File: src/rtl/ptx_pkg.sv
package ptx_pkg;

    typedef enum logic [1:0] {
        MODE_OFF = 2'd0,
        MODE_RX  = 2'd1,
        MODE_TX  = 2'd2
    } ptx_mode_e;

    typedef struct packed {
        logic a_en;
        logic b_en;
        logic par_en;
        logic ok_en;
    } ptx_drive_t;

endpackage

File: src/rtl/ptx_parity_tree.sv
module ptx_parity_tree #(
    parameter int W = 8
) (
    input  logic [W-1:0] din,
    output logic         odd
);
    localparam int HALF = W / 2;

    generate
        if (W == 1) begin : g_leaf
            assign odd = din[0];
        end else begin : g_split
            logic lo_odd;
            logic hi_odd;
            ptx_parity_tree #(.W(HALF)) u_lo (
                .din (din[HALF-1:0]),
                .odd (lo_odd)
            );
            ptx_parity_tree #(.W(W - HALF)) u_hi (
                .din (din[W-1:HALF]),
                .odd (hi_odd)
            );
            assign odd = lo_odd ^ hi_odd;
        end
    endgenerate
endmodule

File: src/rtl/ptx_dir_ctrl.sv
module ptx_dir_ctrl
    import ptx_pkg::*;
(
    input  logic       dir_tx,
    input  logic       dis,
    output ptx_mode_e  mode,
    output ptx_drive_t drv
);
    always_comb begin
        if (dis)         mode = MODE_OFF;
        else if (dir_tx) mode = MODE_TX;
        else             mode = MODE_RX;
    end

    always_comb begin
        drv = '0;
        unique case (mode)
            MODE_TX: begin
                drv.b_en   = 1'b1;
                drv.par_en = 1'b1;
            end
            MODE_RX: begin
                drv.a_en  = 1'b1;
                drv.ok_en = 1'b1;
            end
            default: drv = '0;
        endcase
    end
endmodule

File: src/rtl/ptx_transceiver.sv
module ptx_transceiver
    import ptx_pkg::*;
#(
    parameter int W = 8
) (
    input  logic         dir_tx,
    input  logic         dis,
    input  logic         odd_sel,
    input  logic [W-1:0] a_in,
    input  logic [W-1:0] b_in,
    input  logic         par_in,
    output logic [W-1:0] a_out,
    output logic         a_oe,
    output logic [W-1:0] b_out,
    output logic         b_oe,
    output logic         par_out,
    output logic         par_oe,
    output logic         ok_out,
    output logic         ok_oe
);
    localparam int RXW = W + 1;

    ptx_mode_e  mode;
    ptx_drive_t drv;
    logic       a_odd;
    logic       rx_odd;

    ptx_dir_ctrl u_ctrl (
        .dir_tx (dir_tx),
        .dis    (dis),
        .mode   (mode),
        .drv    (drv)
    );

    // generator over side A
    ptx_parity_tree #(.W(W)) u_gen (
        .din (a_in),
        .odd (a_odd)
    );

    // checker over side B plus the incoming parity bit
    ptx_parity_tree #(.W(RXW)) u_chk (
        .din ({par_in, b_in}),
        .odd (rx_odd)
    );

    assign b_out = a_in;
    assign a_out = b_in;

    always_comb begin
        par_out = 1'b0;
        ok_out  = 1'b0;
        unique case (mode)
            MODE_TX: par_out = a_odd ^ odd_sel;
            MODE_RX: ok_out  = rx_odd ^ ~odd_sel;
            default: ;
        endcase
    end

    assign a_oe   = drv.a_en;
    assign b_oe   = drv.b_en;
    assign par_oe = drv.par_en;
    assign ok_oe  = drv.ok_en;
endmodule

File: config.mk
export PLATFORM = sky130hd
export DESIGN_NAME = ptx_transceiver
export DESIGN_NICKNAME = d
export VERILOG_FILES = /design/src/rtl/ptx_pkg.sv /design/src/rtl/ptx_parity_tree.sv /design/src/rtl/ptx_dir_ctrl.sv /design/src/rtl/ptx_transceiver.sv
export SDC_FILE = /design/constraint.sdc
export NUM_CORES = 1
export LEC_CHECK = 0
export BUFFER_PORTS_ARGS = -buffer_cell sky130_fd_sc_hd__buf_2
export CAP_MARGIN = 20
export CELL_PAD_IN_SITES_DETAIL_PLACEMENT = 1
export CELL_PAD_IN_SITES_GLOBAL_PLACEMENT = 2
export CORE_MARGIN = 4
export CORE_UTILIZATION = 19
export DETAILED_ROUTE_END_ITERATION = 12
export GPL_TIMING_DRIVEN = 0
export PLACE_DENSITY = 0.84
export SYNTH_ARGS = -nofsm -noshare
export SYNTH_HDL_FRONTEND = slang
export SYNTH_HIERARCHICAL = 1
export SYNTH_SLANG_ARGS = --single-unit
File: constraint.sdc
create_clock -name vclk -period 2.6
set_input_delay 0.65 -clock vclk [all_inputs]
set_output_delay 0.65 -clock vclk [all_outputs]
set_load 0.05 [all_outputs]
==> results.json <==
{
  "outcome": "complete, but fails checks",
  "violations": "setup timing",
  "ys_seq_area_share_pct": 0,
  "drtIter0Drc": 1,
  "cpLargestDelayFamily": "XOR/XNOR gates",
  "grt_usage_pct": 5.71,
  "dp.cells": 111,
  "syn_area_per_cell_um2": 8.09,
  "cp.buffers_inverters": 2,
  "drt-met1-wl_um": 287,
  "grt_pass1_vias": 403,
  "drtAntennaViolNets": 0,
  "dr.max_layer_used": "met3",
  "slew_headroom_pct": 82.2,
  "holdWs_ns": 1.60,
  "finalNonFillerCells": 111,
  "dpl.hpwl_um": 1020,
  "rsz0062_at_grt": "true",
  "crit_top_cell": "xor2_1",
  "fmax_ghz": 0.382,
  "nets": 105,
  "syn_area_um2": 469,
  "die_h_um": 57.7,
  "nClkBuffers": 0,
  "switching_share_pct": 59.5,
  "pin_count": 42,
  "dr_total_vias": 363,
  "avgRoutedWirePerCell_um": 9.31,
  "critPathKind": "primary input to primary output",
  "p_int_uw": 84.9,
  "p_leak_nw": 0.378,
  "critical_path.cell_chain": "buf_6 > xor2_2 > xor2_1 > xor2_1 > xor2_1 > xor2_1 > nor3b_4 > buf_6",
  "p_switching_uw": 125,
  "holdPathStages": 2,
  "drc": 0,
  "post-place-ws_ns": -0.168,
  "setup_ws_ns": -0.0160,
  "seqPwrFrac_pct": 0,
  "worst_ep_arrival_time_ns": 1.97,
  "finalWorstPathRequiredPeriod_ns": 2.62,
  "synth_top_cell_by_area": "buf_4",
  "grt_max_degree": 4,
  "cap_violations": 0,
  "final_cell_mix": "buf_4 (36), buf_2 (23), xor2_1 (15), buf_6 (3), nor3b_4 (2)",
  "drive_gt1_share_pct": 80.7,
  "hold_violations": 0,
  "required_ns": 1.95,
  "dr_wl_met2_um": 625,
  "syn_to_final_growth_pct": 42.4,
  "hold_start": "a_in[7]",
  "slew_violations": 0,
  "syn_nets": 78,
  "comb_power_share_pct": 100.0,
  "pwr-share-clk_pct": 0,
  "start_util_pct": 20.6,
  "cts_hold_buf": 0,
  "die-area_mm2": 0.00333,
  "n_fill_cell": 281,
  "synth_area_leaders": "buf_4 (59%), xor2_1 (30%), nor3b_2 (5.3%)",
  "antenna_found_initial": 0,
  "layout_commonest_cell": "buf_4",
  "powerDensity_mw_per_mm2": 314,
  "grt_pass1_wl_um": 1590,
  "setup_viol": 1,
  "drtPass1Iterations": 2,
  "place.gp.congestion": 0.578,
  "finalPower_uw": 210,
  "regArea_um2": 0,
  "grt-ovfl-total": 0,
  "rows": 17,
  "vias_per_cell": 3.27,
  "ir_worst_vdd_uv": 150,
  "fin_util_pct": 29.4,
  "dr_wl_met3_um": 119,
  "routed_wirelength_um": 1030,
  "hold_end": "b_out[7]",
  "min_period_over_period_pct": 101,
  "synthCells": 58,
  "slowest_stage": "xor2_1",
  "core_area_mm2": 0.00228,
  "slowest_delay_ns": 0.27,
  "cp_max_fo": 2,
  "num_antenna_cells": 0,
  "port_buffers": 25,
  "yosysWarnings": 6,
  "dieWidth_um": 57.7,
  "tightest_slew_ns": 0.266,
  "yosysTopAreaCellShare_pct": 59.2,
  "ys_types": 6,
  "cts_setup_buffers": 0,
  "worstSetupEndpointType": "primary output",
  "hold_path_class": "primary input to primary output",
  "startpoint_type": "primary input",
  "seq_cell_count": 0
}
layout make-up:
cell class / count / area, um^2 / area share (%)
Timing Repair Buffer: 25 / 134 / 20.0
Multi-Input combinational cell: 21 / 214 / 32.0
Buffer: 37 / 285 / 42.7
Tap cell: 28 / 35.0 / 5.24
routing by layer:
| layer | global-route usage, % | vias up |
|---|---|---|
| li1 | - | 189 |
| met3 | 1.11 | 0 |
| met5 | 0 | - |
| met2 | 12.9 | 23 |
| met4 | 0 | 0 |
| met1 | 5.30 | 151 |
logic make-up after synthesis:
family,after synthesis,synth area share [%]
xor+xnor,17,31.7
buf+inv,37,59.2
simple gates,4,9.06
cell usage after synthesis:
cell type,number
nor2b_4,1
nor3b_2,2
buf_4,37
xnor2_1,1
xor2_1,16
nor2_1,1
power by group through the flow:
stage	clock network [mW]	registers (mW)	logic [mW]
after floorplan	0	0	0.178
after global placement	0	0	0.205
after detailed placement	0	0	0.208
after CTS	0	0	0.212
after global routing	0	0	0.221
final	0	0	0.210
worst max path at each step:
stage,start,to,cells past startpoint
after floorplan,b_in[7],ok_out,7
after global placement,b_in[7],ok_out,8
after detailed placement,b_in[7],ok_out,8
after CTS,b_in[7],ok_out,8
after global routing,b_in[7],ok_out,8
final,b_in[7],ok_out,8
metrics by stage:
stage / setup TNS (ns) / instance area, um^2
global placement: -0.120 / 652
global route: -0.101 / 668
floorplan: -0.124 / 492
detailed placement: -0.168 / 652
finish: -0.0160 / 668
CTS: -0.0444 / 666
what timing repair did:
| item | CTS | global route |
|---|---|---|
| pin swaps | 3 | 3 |
| endpoints found under the setup margin | 1 | 2 |
| resized for setup | 3 | 2 |
No activity file was read; power rests on OpenSTA's default activity.
